`src/rtl/cmos_guard_pkg.sv`:
```
// Package: shared configuration layout for the CMOS RAM access guard.
// Assumes bit positions are fixed by the host software contract.
package cmos_guard_pkg;

    // Bit positions inside the configuration word.
    localparam int BIT_UPPER_LOCK = 4;
    localparam int BIT_LOWER_LOCK = 3;
    localparam int BIT_UPPER_EN   = 2;

    // Decoded configuration state.
    typedef struct packed {
        logic upper_lock;
        logic lower_lock;
        logic upper_en;
    } guard_cfg_t;

endpackage

```
`src/rtl/guard_cfg_reg.sv`:
```
// Module: configuration register holding two sticky locks and the upper-bank enable.
// Assumes: CFG_W is wider than the highest used bit; reserved bits are not stored.
module guard_cfg_reg
    import cmos_guard_pkg::*;
#(
    parameter int CFG_W = 32
) (
    input  logic             clk,
    input  logic             rst_n,
    input  logic             wr_en,
    input  logic [CFG_W-1:0] wdata,
    output guard_cfg_t       cfg,
    output logic [CFG_W-1:0] rdata
);

    guard_cfg_t cfg_q;
    logic       wdata_unused;

    // Reserved write bits are intentionally discarded.
    assign wdata_unused = ^wdata;

    // Register update: locks only set, enable follows each write.
    always_ff @(posedge clk) begin
        if (!rst_n) begin
            cfg_q <= '0;
        end else if (wr_en) begin
            cfg_q.upper_lock <= cfg_q.upper_lock | wdata[BIT_UPPER_LOCK];
            cfg_q.lower_lock <= cfg_q.lower_lock | wdata[BIT_LOWER_LOCK];
            cfg_q.upper_en   <= wdata[BIT_UPPER_EN];
        end
    end

    // Read-back word: stored bits in place, reserved bits zero.
    always_comb begin
        rdata                 = '0;
        rdata[BIT_UPPER_LOCK] = cfg_q.upper_lock;
        rdata[BIT_LOWER_LOCK] = cfg_q.lower_lock;
        rdata[BIT_UPPER_EN]   = cfg_q.upper_en;
    end

    assign cfg = cfg_q;

    assert_lower_lock_sticky_R3: assert property (@(posedge clk) disable iff (!rst_n)
        cfg_q.lower_lock |=> cfg_q.lower_lock);

    assert_upper_lock_sticky_R4: assert property (@(posedge clk) disable iff (!rst_n)
        cfg_q.upper_lock |=> cfg_q.upper_lock);

endmodule

```
`src/rtl/guard_access_check.sv`:
```
// Module: decides whether a byte access is permitted.
// Assumes: bank 0 is lower, bank 1 is upper; window bounds fit in OFS_W bits.
module guard_access_check
    import cmos_guard_pkg::*;
#(
    parameter int OFS_W  = 7,
    parameter int WIN_LO = 'h38,
    parameter int WIN_HI = 'h3F
) (
    input  guard_cfg_t       cfg,
    input  logic             bank,
    input  logic [OFS_W-1:0] ofs,
    output logic             in_win,
    output logic             allow
);

    localparam logic [OFS_W-1:0] LO = OFS_W'(WIN_LO);
    localparam logic [OFS_W-1:0] HI = OFS_W'(WIN_HI);

    // Window detection on the offset.
    assign in_win = (ofs >= LO) && (ofs <= HI);

    // Permission: upper needs enable and no window lock; lower needs no window lock.
    always_comb begin
        if (bank) begin
            allow = cfg.upper_en && !(cfg.upper_lock && in_win);
        end else begin
            allow = !(cfg.lower_lock && in_win);
        end
    end

endmodule

```
`src/rtl/guard_ram_bank.sv`:
```
// Module: one byte-wide RAM bank with combinational read.
// Assumes: contents are never reset; write happens on the rising edge.
module guard_ram_bank #(
    parameter int DEPTH  = 128,
    parameter int DATA_W = 8
) (
    input  logic                     clk,
    input  logic                     wr_en,
    input  logic [$clog2(DEPTH)-1:0] addr,
    input  logic [DATA_W-1:0]        wdata,
    output logic [DATA_W-1:0]        rdata
);

    logic [DATA_W-1:0] mem [DEPTH];

    // Storage write port.
    always_ff @(posedge clk) begin
        if (wr_en) begin
            mem[addr] <= wdata;
        end
    end

    // Asynchronous read port.
    assign rdata = mem[addr];

endmodule

```
`src/rtl/cmos_ram_guard.sv`:
```
// Module: top of the guard; two RAM banks behind a lock/enable permission check.
// Assumes: one byte request per cycle; permission uses the configuration value
// held before any configuration write in the same cycle.
module cmos_ram_guard
    import cmos_guard_pkg::*;
#(
    parameter int              BANK_BYTES = 128,
    parameter int              DATA_W     = 8,
    parameter int              CFG_W      = 32,
    parameter int              WIN_LO     = 'h38,
    parameter int              WIN_HI     = 'h3F,
    parameter logic [7:0]      FILL       = 8'hFF
) (
    input  logic                          clk,
    input  logic                          rst_n,
    input  logic                          cfg_wr,
    input  logic [CFG_W-1:0]              cfg_wdata,
    output logic [CFG_W-1:0]              cfg_rdata,
    input  logic                          ram_req,
    input  logic                          ram_we,
    input  logic                          ram_bank,
    input  logic [$clog2(BANK_BYTES)-1:0] ram_ofs,
    input  logic [DATA_W-1:0]             ram_wdata,
    output logic [DATA_W-1:0]             ram_rdata
);

    localparam int OFS_W     = $clog2(BANK_BYTES);
    localparam int NUM_BANKS = 2;

    guard_cfg_t        cfg;
    logic              in_win;
    logic              allow;
    logic              wr_ok;
    logic [DATA_W-1:0] bank_rd [NUM_BANKS];

    guard_cfg_reg #(.CFG_W(CFG_W)) u_cfg (
        .clk   (clk),
        .rst_n (rst_n),
        .wr_en (cfg_wr),
        .wdata (cfg_wdata),
        .cfg   (cfg),
        .rdata (cfg_rdata)
    );

    guard_access_check #(.OFS_W(OFS_W), .WIN_LO(WIN_LO), .WIN_HI(WIN_HI)) u_check (
        .cfg    (cfg),
        .bank   (ram_bank),
        .ofs    (ram_ofs),
        .in_win (in_win),
        .allow  (allow)
    );

    // Write permission: only outside reset, on a permitted write request.
    assign wr_ok = rst_n && ram_req && ram_we && allow;

    for (genvar b = 0; b < NUM_BANKS; b++) begin : g_bank
        guard_ram_bank #(.DEPTH(BANK_BYTES), .DATA_W(DATA_W)) u_bank (
            .clk   (clk),
            .wr_en (wr_ok && (ram_bank == 1'(b))),
            .addr  (ram_ofs),
            .wdata (ram_wdata),
            .rdata (bank_rd[b])
        );
    end

    // Read data register: captures permitted byte or fill value on each read.
    always_ff @(posedge clk) begin
        if (!rst_n) begin
            ram_rdata <= '0;
        end else if (ram_req && !ram_we) begin
            ram_rdata <= allow ? bank_rd[ram_bank] : DATA_W'(FILL);
        end
    end

    assert_upper_disabled_read_R6: assert property (@(posedge clk) disable iff (!rst_n)
        (ram_req && !ram_we && ram_bank && !cfg.upper_en) |=> ram_rdata == DATA_W'(FILL));

    assert_lower_window_read_R7: assert property (@(posedge clk) disable iff (!rst_n)
        (ram_req && !ram_we && !ram_bank && cfg.lower_lock && in_win)
        |=> ram_rdata == DATA_W'(FILL));

    assert_upper_window_read_R8: assert property (@(posedge clk) disable iff (!rst_n)
        (ram_req && !ram_we && ram_bank && cfg.upper_lock && in_win)
        |=> ram_rdata == DATA_W'(FILL));

    assert_rdata_hold_R9: assert property (@(posedge clk) disable iff (!rst_n)
        !(ram_req && !ram_we) |=> $stable(ram_rdata));

    assert_reserved_zero_R2: assert property (@(posedge clk) disable iff (!rst_n)
        cfg_wr |=> (cfg_rdata[CFG_W-1:5] == '0) && (cfg_rdata[1:0] == 2'b00));

endmodule

```
`config.mk`:
```
export PLATFORM = sky130hd
export DESIGN_NAME = cmos_ram_guard
export DESIGN_NICKNAME = d
export VERILOG_FILES = /design/src/rtl/cmos_guard_pkg.sv /design/src/rtl/guard_cfg_reg.sv /design/src/rtl/guard_access_check.sv /design/src/rtl/guard_ram_bank.sv /design/src/rtl/cmos_ram_guard.sv
export SDC_FILE = /design/constraint.sdc
export NUM_CORES = 2
export LEC_CHECK = 0
export CELL_PAD_IN_SITES_DETAIL_PLACEMENT = 1
export CELL_PAD_IN_SITES_GLOBAL_PLACEMENT = 2
export CORE_UTILIZATION = 28
export CTS_BUF_LIST = sky130_fd_sc_hd__clkbuf_16
export CTS_CLUSTER_DIAMETER = 50
export DETAILED_ROUTE_END_ITERATION = 7
export DONT_BUFFER_PORTS = 1
export PLACE_DENSITY = 0.51
export RECOVER_POWER = 50
export SETUP_SLACK_MARGIN = 0.1
export SLEW_MARGIN = 10
export SYNTH_ARGS = -nofsm -noshare
export SYNTH_HDL_FRONTEND = slang
export SYNTH_SLANG_ARGS = --single-unit
```
`constraint.sdc`:
```
create_clock -name clk -period 4 [get_ports clk]
set_input_delay 0.8 -clock clk [delete_from_list [all_inputs] [get_ports clk]]
set_output_delay 0.8 -clock clk [all_outputs]
set_load 0.02 [all_outputs]
```
# Word level (Yosys, flattened, before mapping)
# Memory sizes are Yosys's and may differ from the RTL's.
# Index checks and enable logic that the tools add are counted.
# word_totals
regBits	11
latchBits	0
ram_bits	2048
rom_bits	0
in_bits	53
memories	2
# mem_list
memory	depth	word_bits	rd	rd_ports_with_merged_regs	wr	line	rtl
g_bank[0].u_bank.mem	128	8	1	0	1	guard_ram_bank.sv:14	logic [DATA_W-1:0] mem [DEPTH];
g_bank[1].u_bank.mem	128	8	1	0	1	guard_ram_bank.sv:14	
# classes
n_addsub	0
mul	0
div_mod_pow	0
magnitude_cmp	3
eq_ne	0
n_shift	0
mux	9
bitwise_logic	4
reduce_logical	13
# op_table
cell	n
two-way mux 8 bit	4
logical AND 1 bit	10
greater-or-equal comparator 7 x 6 -> 1 bit (second input constant)	1
less-or-equal comparator 7 x 6 -> 1 bit (second input constant)	1
two-way mux 1 bit	5
zero test 1 bit	3
greater-or-equal comparator 2 bit (second input constant)	1
inverter 1 -> 2 bit	1
bitwise OR 1 bit	2
inverter 1 bit	1

# Depth between registers and ports, before layout
# logic_depth
word_depth	10
ltp_mapped	13

# Modules after synthesis
# Synthesis repeated with hierarchy kept, for this count alone.
# unflattened
cells_unflattened	5014
hier_area_um2	81356.8
# by_module_without_submodules
module	instances	cells_each	area_each_um2
guard_ram_bank	2	2467	40273.6
cmos_ram_guard	1	33	422.9
guard_cfg_reg	1	42	342.8
guard_access_check	1	5	43.8

# Least setup slack after synthesis
# No wires, ideal clock.
# synth_path
path_type	input to register
from	in ram_ofs[0]
to	mem g_bank[1].u_bank.mem[15][0], enable pin
setup_ns	0.370
arrival_time_ns	2.645
required_time_ns	3.630
path_slack_ns	0.985
cell_stages	9
cell_sequence	buf_6 buf_12 and3_1 buf_2 buf_2 buf_1 nand2_1 clkbuf_1 nor2_1
# synth_between
elab_chain_len	10
elab_cells_between_ends	13
cone_classes	order compare: 2; mux: 3; reduce/logical: 8
# synth_lines
element	line	rtl
from (decl)	cmos_ram_guard.sv:22	input logic [$clog2(BANK_BYTES)-1:0] ram_ofs,
greater-or-equal comparator 7 x 6 -> 1 bit or less-or-equal comparator 7 x 6 -> 1 bit (tied branches)	guard_access_check.sv:21	assign in_win = (ofs >= LO) && (ofs <= HI);
logical AND 1 bit	guard_access_check.sv:21	
logical AND 1 bit	guard_access_check.sv:26	allow = cfg.upper_en && !(cfg.upper_lock && in_win);
zero test 1 bit	guard_access_check.sv:26	
logical AND 1 bit	guard_access_check.sv:26	
two-way mux 1 bit	guard_access_check.sv:25	if (bank) begin
logical AND 1 bit	cmos_ram_guard.sv:54	assign wr_ok = rst_n && ram_req && ram_we && allow;
logical AND 1 bit	cmos_ram_guard.sv:59	.wr_en (wr_ok && (ram_bank == 1'(b))),
two-way mux 1 bit	guard_ram_bank.sv:18	if (wr_en) begin
two-way mux 1 bit (not written as such)	guard_ram_bank.sv:19	mem[addr] <= wdata;
to (decl)	guard_ram_bank.sv:14	
# Several ways; a longest one is shown, not always the timed one.

# Worst setup path after layout
# layout_path
from	in ram_ofs[0]
to	reg ram_rdata[2]
# layout_between
elab_chain_len	7
elab_cells_between_ends	15
cone_classes	order compare: 2; mux: 5; reduce/logical: 6; memory: 2
# layout_lines
element	line	rtl
branches (longest 6 deep; another with memory read (128 x 8 bit))	--	
two-way mux 8 bit *	cmos_ram_guard.sv:71	ram_rdata <= allow ? bank_rd[ram_bank] : DATA_W'(FILL);
to (signal assigned)	cmos_ram_guard.sv:71	
to (decl)	cmos_ram_guard.sv:24	output logic [DATA_W-1:0] ram_rdata
# Every way passes the cells marked *. The select of a mux whose other input is x is not followed.
# A chain may end at the register's enable or synchronous reset.

==> flow_summary.toml <==
[worst_setup_path]
critical_path.endpoint_type = "flop"
cp_data_arrival_time_ps = 4880
crit_path_max_fanout = 111
r2r_slack_ps = 290
cp.required_ps = 4820
r2r.worst_path.cells = 8
reg2reg_to = "g_bank[0].u_bank.mem[120][1]$_DFFE_PP_"
critPathLaunchType = "input pin"
crit-reg2reg-launch = "u_cfg.cfg[1]$_SDFFE_PN0P_"
critical_path_class = "input pin to flop"

[detailed_routing]
route.detailed.vias_per_inst = 5.04
drt_first_iter_violations = 4055
post_drt_wl_per_cell_um = 30.7
antenna_left = 0
drc = 0
route.vias.total = 44700
wirelength_routed_mm = 273
firstDrtPassIters = 5

[final_layout]
final_cell_mix = "edfxtp_1 (2048), buf_4 (489), mux2i_1 (316), nor2_1 (312), clkbuf_16 (303)"
final_common_cell = "edfxtp_1"
postLayoutCellArea_sq_um = 97600
num-nets-final = 4949
drive_above_1_share = 0.248
filler_cell_count = 28400
final_core_util = 0.341
multi_input_comb_area_sq_um = 17200
layout.cells.non_filler = 8873
combined_flip_flop_and_latch_cell_area_sq_um = 61700
area_growth_syn_to_layout_pct = 20.6

[min_path]
hold_path_startpoint = "ram_wdata[7]"
hold_path.class = "input pin to flop"
timing.hold.worst_path_depth = 0
worstHoldEndpoint = "g_bank[1].u_bank.mem[80][7]$_DFFE_PP_"

[global_route]
first_global_vias = 46500
grt-ovfl-total = 0
grt_use_total = 0.183
grt_start_max_net_pins = 614
grt_pass1_wl_mm = 376
antenna_found_initial = 19

[clocking]
number_of_buffers_inserted_to_repair_setup_after_cts = 0
clk_pin_slew_ps = 50
cts_root_buf = "clkbuf_16"
cts-buffers-inserted = 295
clockBufferDepth = 4
tritoncts = "yes"
cts.htree.levels = 5
cts.sinks = 2059
postCtsResizedCells = 0
clock_insertion_delay_worst_skew_ps = 940

[place]
globalplace.congestion = 0.778
total_of_buffers_placed_on_input_and_output_ports = 0
post-place-cells = 8344
detailed_place.area_sq_um = 88100
detailed_place_hpwl_mm = 154

[synth]
synth_edf_count = 2048
synth_sequential_area_ratio = 0.763
asyncSetResetFlopFracSynth = 0
synthCells = 4356
synth_seq_cells = 2059
syn-mean-instance-area_sq_um = 18.6
netlist_area_pre_place_sq_um = 80900
ys.flop_type = "edfxtp_1"
ys_warn_count = 0
netlist-cell-type-count = 75

[die]
initial_utilization = 0.283
dieWidth_um = 540
floorplan.die.height_um = 540
core_sq_um = 286000
row_count = 196
design.portCount = 93
die-area_sq_um = 291000

[sta]
fin_worst_skew_ps = 81.6
slew_viol_final = 25
hold_violations = 0
setup_violating_endpoint_count_in_the_final_report = 1
final_period_minus_worst_setup_slack_ps = 4060
layout_setup_ws_ps = -57.2
max_freq_mhz = 246
grt_setup_unrepaired = "yes"
relSlewSlack = -0.00667
layout_worst_path_cycle_share = 1.01
worst_margin_pin_slew_ps = 1510

[run_status]
status = "finished with violations"
violations = "max-capacitance violations, max-slew violations, negative setup slack"

[power]
worst_ir_drop_vdd_mv = 0.494
p_leak_nw = 32.0
powerDensity_nw_per_um2 = 518

[run]
max-cap-violations = 1
sequential cells by signal, indices dropped and copies added (netlist names):
name	count
u_cfg.cfg	3
g_bank.u_bank.mem	2048
ram_rdata	8
cell usage after synthesis, types with 11 or more instances:
cell type	count	area share
o221ai_1	25	0.0027
a22oi_1	161	0.015
buf_8	16	0.0030
a32oi_1	12	0.0013
o2bb2ai_1	26	0.0028
edfxtp_1	2048	0.76
buf_2	91	0.0056
clkbuf_1	97	0.0045
o211ai_1	29	0.0027
o22ai_1	19	0.0015
a211oi_1	16	0.0015
nand2_1	126	0.0058
buf_1	20	0.00093
mux2i_1	316	0.039
mux4_1	13	0.0042
a221oi_1	133	0.014
a31oi_1	23	0.0018
nand2b_1	15	0.0012
mux4_2	187	0.052
buf_6	43	0.0060
nand3_1	51	0.0032
nor2b_1	18	0.0014
a221o_1	39	0.0048
nand4_1	14	0.0011
dfxtp_1	11	0.0027
a21oi_1	108	0.0067
a22o_1	12	0.0013
mux2_2	99	0.014
o21ai_0	80	0.0049
nor2_1	315	0.015
buf_4	51	0.0047
layer usage:
layer,GRT usage,share of wire,up-vias
met5,0,0.000048,-
met4,0.0481,0.025,2
met3,0.0270,0.045,378
met2,0.301,0.48,1134
met1,0.250,0.45,24300
li1,-,-,19000
report_power, final:
part | leakage, nW | internal (mW) | total, mW | switching [mW]
Sequential | 18.5 | 23.8 | 23.8 | 0.0339
Clock | 4.68 | 15.1 | 24.8 | 9.67
Combinational | 8.81 | 0.741 | 1.98 | 1.24
Total | 32.0 | 39.6 | 50.6 | 10.9
per-stage QoR:
step | total power [mW] | worst slack (ps) | hold WS (ps) | TNS, ps
5_1_grt | 52.0 | 65.7 | 0.751 | 0
3_3_place_gp | 26.0 | -104 | 612 | -295
4_1_cts | 51.0 | 810 | 11.5 | 0
6_report | 50.6 | -57.2 | 63.4 | -57.2
2_1_floorplan | 25.4 | 985 | 588 | 0
3_5_place_dp | 26.0 | -159 | 619 | -424
cells by family after synthesis:
| group | synth area share |
|---|---|
| other | 0.0000463 |
| muxes | 0.109 |
| DFF | 0.763 |
| buffers and inverters | 0.0271 |
| and+or+nand+nor | 0.0309 |
| AOI/OAI and AO/OA | 0.0698 |
what timing repair did:
action / CTS / global route
hold buffers: 9 / 1
endpoints found under the hold margin: 47 / 10
setup endpoints to repair: 0 / 8
worst max-delay path: stages:
cell and delay (ps):
buf_16 580, buf_16 330, and2_2 290, buf_4 310
buf_4 250, a22oi_1 100, o221a_2 280, a2111oi_0 530
buf_4 220, nor4_1 40, buf_4 170, o221a_2 350
a211oi_2 210
cell type report:
type                            instances  area share
Sequential cell                      2059       0.632
Multi-Input combinational cell       1988       0.176
Clock buffer                          301      0.0772
Tap cell                             3762      0.0482
Timing Repair Buffer                  545      0.0478
Clock inverter                        205      0.0177
Inverter                                7    0.000346
Antenna cell                            6    0.000154
worst max path at each step:
stage	from	to	depth (start not counted)
after floorplan	ram_ofs[0]	g_bank[1].u_bank.mem[15][0]$_DFFE_PP_	9
after global placement	ram_ofs[0]	ram_rdata[2]$_SDFFE_PN0P_	11
after detailed placement	ram_ofs[0]	ram_rdata[6]$_SDFFE_PN0P_	8
after CTS	ram_ofs[0]	ram_rdata[6]$_SDFFE_PN0P_	8
after global routing	ram_ofs[0]	ram_rdata[2]$_SDFFE_PN0P_	13
final	ram_ofs[0]	ram_rdata[2]$_SDFFE_PN0P_	13
Power figures use the tool's default switching activity.
